File: config.mk
export PLATFORM = sky130hd
export DESIGN_NAME = pwr_sequencer
export DESIGN_NICKNAME = d
export VERILOG_FILES = /design/src/rtl/pwrseq_pkg.sv /design/src/rtl/pwrseq_timer.sv /design/src/rtl/pwrseq_ctrl.sv /design/src/rtl/pwr_sequencer.sv
export SDC_FILE = /design/constraint.sdc
export NUM_CORES = 1
export LEC_CHECK = 0
export BUFFER_PORTS_ARGS = -buffer_cell sky130_fd_sc_hd__buf_2
export CAP_MARGIN = 40
export CORE_UTILIZATION = 29
export CTS_CLUSTER_SIZE = 24
export DETAILED_ROUTE_END_ITERATION = 7
export HOLD_SLACK_MARGIN = 0.08
export PLACE_DENSITY_LB_ADDON = 0.05
export SLEW_MARGIN = 20
export SYNTH_ARGS = -nofsm -noshare
export SYNTH_HDL_FRONTEND = slang
export SYNTH_SLANG_ARGS = --single-unit
File: constraint.sdc
create_clock -name clk -period 2.3 [get_ports clk]
set_input_delay 0.46 -clock clk [delete_from_list [all_inputs] [get_ports clk]]
set_output_delay 0.46 -clock clk [all_outputs]
set_load 0.02 [all_outputs]
File: src/rtl/pwrseq_pkg.sv
package pwrseq_pkg;
  typedef enum logic [1:0] {
    PS_OFF    = 2'd0,
    PS_SETTLE = 2'd1,
    PS_HOLD   = 2'd2,
    PS_RUN    = 2'd3
  } pwrState_t;

  typedef struct packed {
    logic cntClr;
    logic cntInc;
  } seqStrobe_t;
endpackage

File: src/rtl/pwrseq_timer.sv
module pwrseq_timer
  import pwrseq_pkg::*;
#(
  parameter int unsigned SETTLE_TICKS = 512,
  parameter int unsigned RESET_TICKS  = 1536
) (
  input  logic       clk,
  input  logic       coldRst,
  input  seqStrobe_t strb,
  input  logic       acIn,
  output logic       acRise,
  output logic       settleHit,
  output logic       holdHit
);
  localparam int unsigned MAX_TICKS = (SETTLE_TICKS > RESET_TICKS) ? SETTLE_TICKS : RESET_TICKS;
  localparam int unsigned CNT_W = $clog2(MAX_TICKS + 1);

  logic [CNT_W-1:0] tickCnt;
  logic             acPrev;

  always_ff @(posedge clk) begin
    if (coldRst) begin
      tickCnt <= '0;
      acPrev  <= 1'b0;
    end else begin
      acPrev <= acIn;
      if (strb.cntClr)      tickCnt <= '0;
      else if (strb.cntInc) tickCnt <= tickCnt + 1'b1;
    end
  end

  assign acRise    = acIn & ~acPrev;
  assign settleHit = (tickCnt == CNT_W'(SETTLE_TICKS - 1));
  assign holdHit   = (tickCnt == CNT_W'(RESET_TICKS - 1));


  cnt_clear_chk: assert property (@(posedge clk) disable iff (coldRst)
    strb.cntClr |=> (tickCnt == '0));
endmodule

File: src/rtl/pwrseq_ctrl.sv
module pwrseq_ctrl
  import pwrseq_pkg::*;
(
  input  logic       clk,
  input  logic       coldRst,
  input  logic       tickEn,
  input  logic       timeoutFlag,
  input  logic       offStrobe,
  input  logic       acRise,
  input  logic       settleHit,
  input  logic       holdHit,
  output seqStrobe_t strb,
  output pwrState_t  state,
  output logic       latchClr
);
  pwrState_t nextState;
  logic      pendWake;
  logic      wakeReq;
  logic      isOn;

  assign wakeReq = acRise | timeoutFlag;
  assign isOn    = (state != PS_OFF);

  always_comb begin
    nextState = state;
    strb      = '0;
    case (state)
      PS_OFF: begin
        strb.cntClr = 1'b1;
        if (wakeReq || pendWake) nextState = PS_SETTLE;
      end
      PS_SETTLE: begin
        if (offStrobe) nextState = PS_OFF;
        else if (tickEn) begin
          if (settleHit) begin
            nextState   = PS_HOLD;
            strb.cntClr = 1'b1;
          end else strb.cntInc = 1'b1;
        end
      end
      PS_HOLD: begin
        if (offStrobe) nextState = PS_OFF;
        else if (tickEn) begin
          if (holdHit) begin
            nextState   = PS_RUN;
            strb.cntClr = 1'b1;
          end else strb.cntInc = 1'b1;
        end
      end
      default: begin
        if (offStrobe) nextState = PS_OFF;
      end
    endcase
  end

  always_ff @(posedge clk) begin
    if (coldRst) begin
      state    <= PS_OFF;
      pendWake <= 1'b0;
      latchClr <= 1'b0;
    end else begin
      state    <= nextState;
      pendWake <= isOn & offStrobe & wakeReq;
      latchClr <= isOn & offStrobe;
    end
  end


  off_kills_chk: assert property (@(posedge clk) disable iff (coldRst)
    (isOn && offStrobe) |=> (state == PS_OFF && latchClr));

  run_holds_chk: assert property (@(posedge clk) disable iff (coldRst)
    (state == PS_RUN && !offStrobe) |=> (state == PS_RUN));

  idle_strobe_chk: assert property (@(posedge clk) disable iff (coldRst)
    (!isOn && offStrobe && !wakeReq && !pendWake) |=> (!latchClr && state == PS_OFF));

  pend_wake_chk: assert property (@(posedge clk) disable iff (coldRst)
    (isOn && offStrobe && wakeReq) |=> ##1 (state == PS_SETTLE));
endmodule

File: src/rtl/pwr_sequencer.sv
module pwr_sequencer
  import pwrseq_pkg::*;
#(
  parameter int unsigned SETTLE_TICKS = 512,
  parameter int unsigned RESET_TICKS  = 1536
) (
  input  logic clk,
  input  logic coldRst,
  input  logic tickEn,
  input  logic acIn,
  input  logic timeoutFlag,
  input  logic offStrobe,
  output logic supplyOnN,
  output logic stbyN,
  output logic resN,
  output logic latchClr
);
  seqStrobe_t strb;
  pwrState_t  state;
  logic       acRise;
  logic       settleHit;
  logic       holdHit;

  pwrseq_timer #(
    .SETTLE_TICKS(SETTLE_TICKS),
    .RESET_TICKS (RESET_TICKS)
  ) u_timer (
    .clk      (clk),
    .coldRst  (coldRst),
    .strb     (strb),
    .acIn     (acIn),
    .acRise   (acRise),
    .settleHit(settleHit),
    .holdHit  (holdHit)
  );

  pwrseq_ctrl u_ctrl (
    .clk        (clk),
    .coldRst    (coldRst),
    .tickEn     (tickEn),
    .timeoutFlag(timeoutFlag),
    .offStrobe  (offStrobe),
    .acRise     (acRise),
    .settleHit  (settleHit),
    .holdHit    (holdHit),
    .strb       (strb),
    .state      (state),
    .latchClr   (latchClr)
  );

  assign supplyOnN = (state == PS_OFF);
  assign stbyN     = (state == PS_HOLD) || (state == PS_RUN);
  assign resN      = (state == PS_RUN);


  res_after_stby_chk: assert property (@(posedge clk) disable iff (coldRst)
    $rose(resN) |-> $past(stbyN));

  stby_after_supply_chk: assert property (@(posedge clk) disable iff (coldRst)
    $rose(stbyN) |-> $past(!supplyOnN));
endmodule

==> results of run 1 <==
cells in the mapped netlist, types with 2 or more instances:
| library cell | instances | share of area (%) |
|---|---|---|
| inv_1 | 4 | 1.8 |
| nand2_1 | 3 | 1.3 |
| nand4_1 | 4 | 2.9 |
| mux2i_1 | 4 | 4.7 |
| a21oi_1 | 2 | 1.2 |
| nor3_1 | 2 | 1.2 |
| and2_1 | 2 | 1.5 |
| nor2b_1 | 3 | 2.2 |
| and3_1 | 4 | 2.9 |
| ha_1 | 5 | 7.3 |
| dfxtp_1 | 16 | 37 |
| nand3_1 | 5 | 2.9 |
| xor2_1 | 10 | 10 |
| nor2_1 | 18 | 7.9 |
critical path, delay by kind of cell (launching register included):
family | cells | cell delay [ns]
adder cells (fa/ha/maj) | 1 | 0.26
buffers and inverters | 1 | 0.08
AND/OR/NAND/NOR | 2 | 0.26
AO/OA/AOI/OAI | 1 | 0.49
multiplexers | 2 | 0.48
flip-flops | 1 | 0.39
layer usage:
metal,up-vias,track usage (%)
met5,-,0
li1,363,-
met3,2,4.839
met1,316,18.44
met4,0,6.272
met2,5,16.67
cell families after synthesis:
| logic type | count (synthesis) |
|---|---|
| AND/OR/NAND/NOR | 47 |
| flip-flops | 16 |
| XOR/XNOR | 10 |
| AO/OA/AOI/OAI | 8 |
| buffers and inverters | 6 |
| multiplexers | 5 |
| adder cells (fa/ha/maj) | 5 |
stage by stage:
stage | hold WS, ns | total power [mW] | std cells | instance area, sq um | worst slack, ns
final | 0.3749 | 0.7852 | 141 | 979.7 | 0.2494
after global routing | 0.3848 | 0.8424 | 141 | 979.7 | 0.06392
after CTS | 0.3676 | 0.7935 | 140 | 972.2 | 0.2167
after detailed placement | 0.5099 | 0.5941 | 136 | 935.9 | 0.2400
after global placement | 0.5105 | 0.5948 | 136 | 935.9 | 0.2667
after floorplan | 0.4796 | 0.5161 | 97 | 857.1 | 0.4486
sequential cells by signal, summed over array words and instances (netlist names):
name and flops:
u_ctrl.latchClr 1, u_timer.tickCnt 11, u_ctrl.pendWake 1, u_ctrl.state 2, u_timer.acPrev 1
worst max path at each step:
stage / from / end / slack (ns)
final: u_ctrl.state[0] / u_ctrl.state[1] / 0.25
after global placement: u_ctrl.state[0] / u_ctrl.state[1] / 0.27
after global routing: u_ctrl.state[0] / u_ctrl.state[0] / 0.06
after floorplan: u_ctrl.state[0] / u_ctrl.state[0] / 0.45
after CTS: u_ctrl.state[0] / u_timer.tickCnt[2] / 0.22
after detailed placement: u_ctrl.state[0] / u_timer.tickCnt[10] / 0.24
layout make-up:
cell class | count | area (sq um)
Clock buffer | 4 | 36.28
Fill cell | 296 | 1802
Inverter | 4 | 15.01
Multi-Input combinational cell | 75 | 509.2
Sequential cell | 16 | 320.3
Tap cell | 31 | 38.79
Timing Repair Buffer | 11 | 60.06
where the power goes:
group	internal, mW	switching, mW
Combinational	0.119	0.168
Clock	0.0966	0.0943
Sequential	0.294	0.0125
Total	0.510	0.275
==> summary.txt, run 1 <==
CTS
  – CTS tree: done
  – Clock-pin slew on the worst setup and hold paths: 0.10 ns
  – Total CTS buffers: 3
  – CTS root buffer: clkbuf_4
  – Worst-case clock buffer depth: 2
  – Postcts setup bufs: 0
  – Cts hold-fix bufs: 0
  – H-Tree Depth: 1
  – Clock sink count: 16
  – Clk_lat worst skew: 0.30 ns
  – Post-CTS sizing: 0

Timing
  – Setup Viol. Count Final: 0
  – Slew HR: 63.82%
  – Fin crit period: 2.051 ns
  – Part of the cycle the worst path needs: 89.16%
  – Final-report hold violation count: 0
  – Worst slew pin tran: 0.5391 ns
  – Slew Viols, Final: 0
  – FMAX: 0.4877 GHz
  – TNS Setup: 0 ns
  – Skew final: 0.009106 ns
  – RSZ-0062 raised after global routing: no

Logic synthesis
  – Synth Flop Type: dfxtp_1
  – Adder-cell share of the synthesized area: 7.299%
  – Syn Nets: 108
  – Yosys cell types: 29
  – Flops & latches, synth: 16
  – Mean Syn Cell Area: 8.836 sq um
  – Asr flop ratio synth: 0%
  – Mux contribution to synthesized area: 5.985%
  – Simple-gate share of the synthesized area: 29.20%
  – Synth Warn #: 0
  – Syn Std Cell Area: 857.1 sq um
  – Largest family of logic cells by synthesized area: simple AND/OR/NAND/NOR gates
  – Number of synthesized flops with an enable pin: 0
  – Post-synthesis compound-gate area fraction: 6.715%
  – Synth Area in XOR/XNOR: 10.22%
  – Post-synthesis cell count: 97
  – Sequential fraction of the synthesis area: 37.37%

Worst setup path
  – R2r startpoint: u_ctrl.state[0]
  – Worst-path fanout max: 6
  – Crit path kind: register to register
  – R2r endpoint: u_ctrl.state[1]
  – R2R setup slack: 0.25 ns
  – CP startpoint kind: register
  – FF-to-FF path depth: 7
  – CP peak stage delay: 0.49 ns
  – Cell mode on critical path: mux2i_1
  – Worst path arrival time: 2.24 ns
  – Critical Path, Cell by Cell: inv_1 -> ha_1 -> mux2i_1 -> nand4_2 -> a222oi_1 -> mux2i_1 -> nor2_1
  – Setup crit end kind: register
  – Worst EP required: 2.49 ns
  – Slowest-stage cell, CP: a222oi_1

Hold path
  – Hold Path Stages: 2
  – Hold Path Class: primary input to register
  – Hold path start: acIn
  – Hold path endpoint: u_timer.acPrev

Die
  – Core ar.: 2781 sq um
  – Full die area: 3177 sq um
  – Starting density of the core: 30.81%
  – Die W: 56.37 microns
  – Row cnt: 19
  – Die height: 56.37 microns
  – I/O Pins: 10

Finish
  – Most common cell after layout, fill and taps aside: nor2_1
  – Synthesis-to-finish area growth: 14.31%
  – Layout cell share with drive strength beyond 1: 17.27%
  – Most frequent cells in the layout: nor2_1 (18), dfxtp_1 (16), xor2_1 (10), buf_2 (9)
  – # nets final: 122
  – Ant. Diodes: 0
  – Final Util: 35.22%

Run
  – Max cap viols: 0

Drt
  – DRC Markers: 0
  – Post-route ant nets: 0
  – Routed length on met2: 745 microns
  – Avg WL per Cell: 12.55 microns
  – Initial drt markers: 19
  – Via Count: 686
  – First-pass iteration count of the detailed router: 4
  – Met1 wire length: 933 microns
  – Top sig layer: met4
  – Detailed Route WL: 1.769 mm
  – Met3 wire length: 63 microns
  – Vias per cell: 4.865

Place
  – Buffers added on ports: 9
  – RD Place Congestion: 0.7025
  – DP HPWL: 1.319 mm

Power
  – Leak: 0.4106 nW
  – Peak VDD IR: 542.0 uV
  – Power density over the cells: 801.5 nW/um^2

GRT
  – Grt ovf: 0
  – Total track usage: 12.90%
  – Vias in the first global route: 676
  – First-pass GRT wire length: 3.063 mm
  – Initial antenna violation count: 0
  – Pin count of the biggest net entering global routing: 12

Status
  – Status: finished clean
Note: power is estimated with default switching activity, not from simulation.
==> run 2: changes to the inputs <==
CORE_UTILIZATION = 30   (was 29)
==> summary.txt, run 2 (synthesis gave the netlist of run 1 again) <==
Timing
  – Slew HR: 65.08% (+1.3 points)
  – Slew Viols, Final: 0 (unchanged)
  – Hold Worst Slack: 0.3881 ns (+0.01319 ns)
  – TNS Setup: 0 ns (unchanged)
  – Fin crit period: 2.028 ns (-0.02269 ns)
  – Setup Viol. Count Final: 0 (unchanged)
  – Final-report hold violation count: 0 (unchanged)
  – Skew final: 0.003254 ns (-0.005852 ns)
  – RSZ-0062 raised after global routing: no
  – FMAX: 0.4931 GHz (+1.1%)
  – Worst slew pin tran: 0.5202 ns (-0.01882 ns)
  – Part of the cycle the worst path needs: 88.17% (-0.99 points)

Worst setup path
  – Worst-path fanout max: 6 (unchanged)
  – R2R setup slack: 0.27 ns (+0.02 ns)
  – Critical Path, Cell by Cell: inv_1 -> ha_1 -> mux2i_1 -> nand4_2 -> a222oi_1 -> mux2i_1 -> nor2_1
  – Slowest-stage cell, CP: a222oi_1
  – Stages on the worst setup path: 7 (unchanged)
  – Crit path kind: register to register
  – R2r endpoint: u_ctrl.state[1]
  – Worst path arrival time: 2.22 ns (-0.02 ns)
  – Worst EP required: 2.49 ns (about the same)
  – CP peak stage delay: 0.49 ns (about the same)
  – Setup crit end kind: register
  – R2r startpoint: u_ctrl.state[0]
  – Cell mode on critical path: mux2i_1
  – Worst Path Buf+Inv: 1 (unchanged)
  – CP startpoint kind: register
  – CP top delay family: compound AO/OA/AOI/OAI gates
  – CP startpoint: u_ctrl.state[0]
  – FF-to-FF path depth: 7 (unchanged)

GRT
  – Grt ovf: 0 (unchanged)
  – Pin count of the biggest net entering global routing: 12 (unchanged)
  – First-pass GRT wire length: 2.801 mm (-8.6%)
  – Vias in the first global route: 665 (-1.6%)
  – Total track usage: 11.56% (-1.3 points)
  – Initial antenna violation count: 0 (unchanged)

Drt
  – Avg WL per Cell: 11.67 microns (-7.0%)
  – Vias per cell: 4.837 (-0.58%)
  – First-pass iteration count of the detailed router: 4 (unchanged)
  – Post-route ant nets: 0 (unchanged)
  – DRC Markers: 0 (unchanged)
  – Detailed Route WL: 1.645 mm (-7.0%)
  – Initial drt markers: 20 (+1)
  – Via Count: 682 (-0.58%)

CTS
  – Total CTS buffers: 3 (unchanged)
  – CTS root buffer: clkbuf_4
  – Worst-case clock buffer depth: 2 (unchanged)
  – Post-CTS sizing: 0 (unchanged)
  – Clk_lat worst skew: 0.29 ns (about the same)
  – H-Tree Depth: 1 (unchanged)
  – Postcts setup bufs: 0 (unchanged)
  – CTS tree: done
  – Clock sink count: 16 (unchanged)
  – Cts hold-fix bufs: 0 (unchanged)
  – Clock-pin slew on the worst setup and hold paths: 0.10 ns (about the same)

Finish
  – Layout cell share with drive strength beyond 1: 17.27% (unchanged)
  – Largest register by flop count: u_timer.tickCnt
  – Top flop regs: u_timer.tickCnt: 11 flops, u_ctrl.state: 2 flops
  – Synthesis-to-finish area growth: 14.31% (unchanged)
  – # nets final: 122 (unchanged)
  – Ant. Diodes: 0 (unchanged)
  – Max reg flops: 11 (unchanged)
  – Most common cell after layout, fill and taps aside: nor2_1
  – Most frequent cells in the layout: nor2_1 (18), dfxtp_1 (16), xor2_1 (10), buf_2 (9)

Hold path
  – Hold path start: coldRst
  – Hold Path Class: primary input to register
  – Hold path endpoint: u_ctrl.state[1]
  – Hold Path Stages: 2 (unchanged)

Die
  – I/O Pins: 10 (unchanged)
  – Die W: 55.45 microns (-1.6%)
  – Core ar.: 2734 sq um (-1.7%)
  – Row cnt: 19 (unchanged)
  – Die height: 55.45 microns (-1.6%)
  – Full die area: 3075 sq um (-3.2%)
  – Starting density of the core: 31.35% (+0.54 points)

Power
  – Leak: 0.4106 nW (unchanged)
  – Peak VDD IR: 432.5 uV (-20%)
  – Power density over the cells: 794.3 nW/um^2 (-0.90%)
  – Design Power: 0.7782 mW (-0.90%)

Status
  – Status: finished clean

Place
  – Buffers added on ports: 9 (unchanged)
  – RD Place Congestion: 0.7029 (about the same)
  – DP HPWL: 1.274 mm (-3.4%)

Run
  – Max cap viols: 0 (unchanged)
## run 2: power breakdown
part / internal [mW] / switching (mW)
Clock: 0.0963 / 0.0925
Combinational: 0.118 / 0.164
Sequential: 0.294 / 0.0128
## run 2: worst register-to-register path: stages (launching register included)
cell and delay (ns):
dfxtp_1 0.39, inv_1 0.08, ha_1 0.26, mux2i_1 0.23, nand4_2 0.21, a222oi_1 0.49
mux2i_1 0.24, nor2_1 0.05
## run 2: layer usage
layer / routed length [microns] / global-route usage [%]
met1: 830 / 13.06
met2: 749 / 19.79
met3: 49 / 4.215
met4: 16 / 4.286
met5: 0 / 0
## run 2: layout make-up
cell class / instances / area, sq um
multi-input combinational: 75 / 509.2
sequential: 16 / 320.3
inverter: 4 / 15.01
tap: 31 / 38.79
timing repair buffer: 11 / 60.06
fill: 285 / 1754
clock buffer: 4 / 36.28
## run 2: through the flow
| step | util (%) | worst slack (ns) | area [sq um] | cells |
|---|---|---|---|---|
| 4_1_cts | 35.56 | 0.2095 | 972.2 | 140 |
| 3_5_place_dp | 34.23 | 0.2218 | 935.9 | 136 |
| 6_report | 35.84 | 0.2721 | 979.7 | 141 |
| 3_3_place_gp | 34.23 | 0.2411 | 935.9 | 136 |
| 2_1_floorplan | - | 0.4486 | 857.1 | 97 |
| 5_1_grt | 35.84 | 0.08854 | 979.7 | 141 |
## run 2: worst max-delay path by stage
stage / endpoint / slack [ns]
2_1_floorplan: u_ctrl.state[0] / 0.45
4_1_cts: u_timer.tickCnt[0] / 0.21
3_5_place_dp: u_timer.tickCnt[9] / 0.22
5_1_grt: u_ctrl.state[1] / 0.09
6_report: u_ctrl.state[1] / 0.27
3_3_place_gp: u_ctrl.state[1] / 0.24
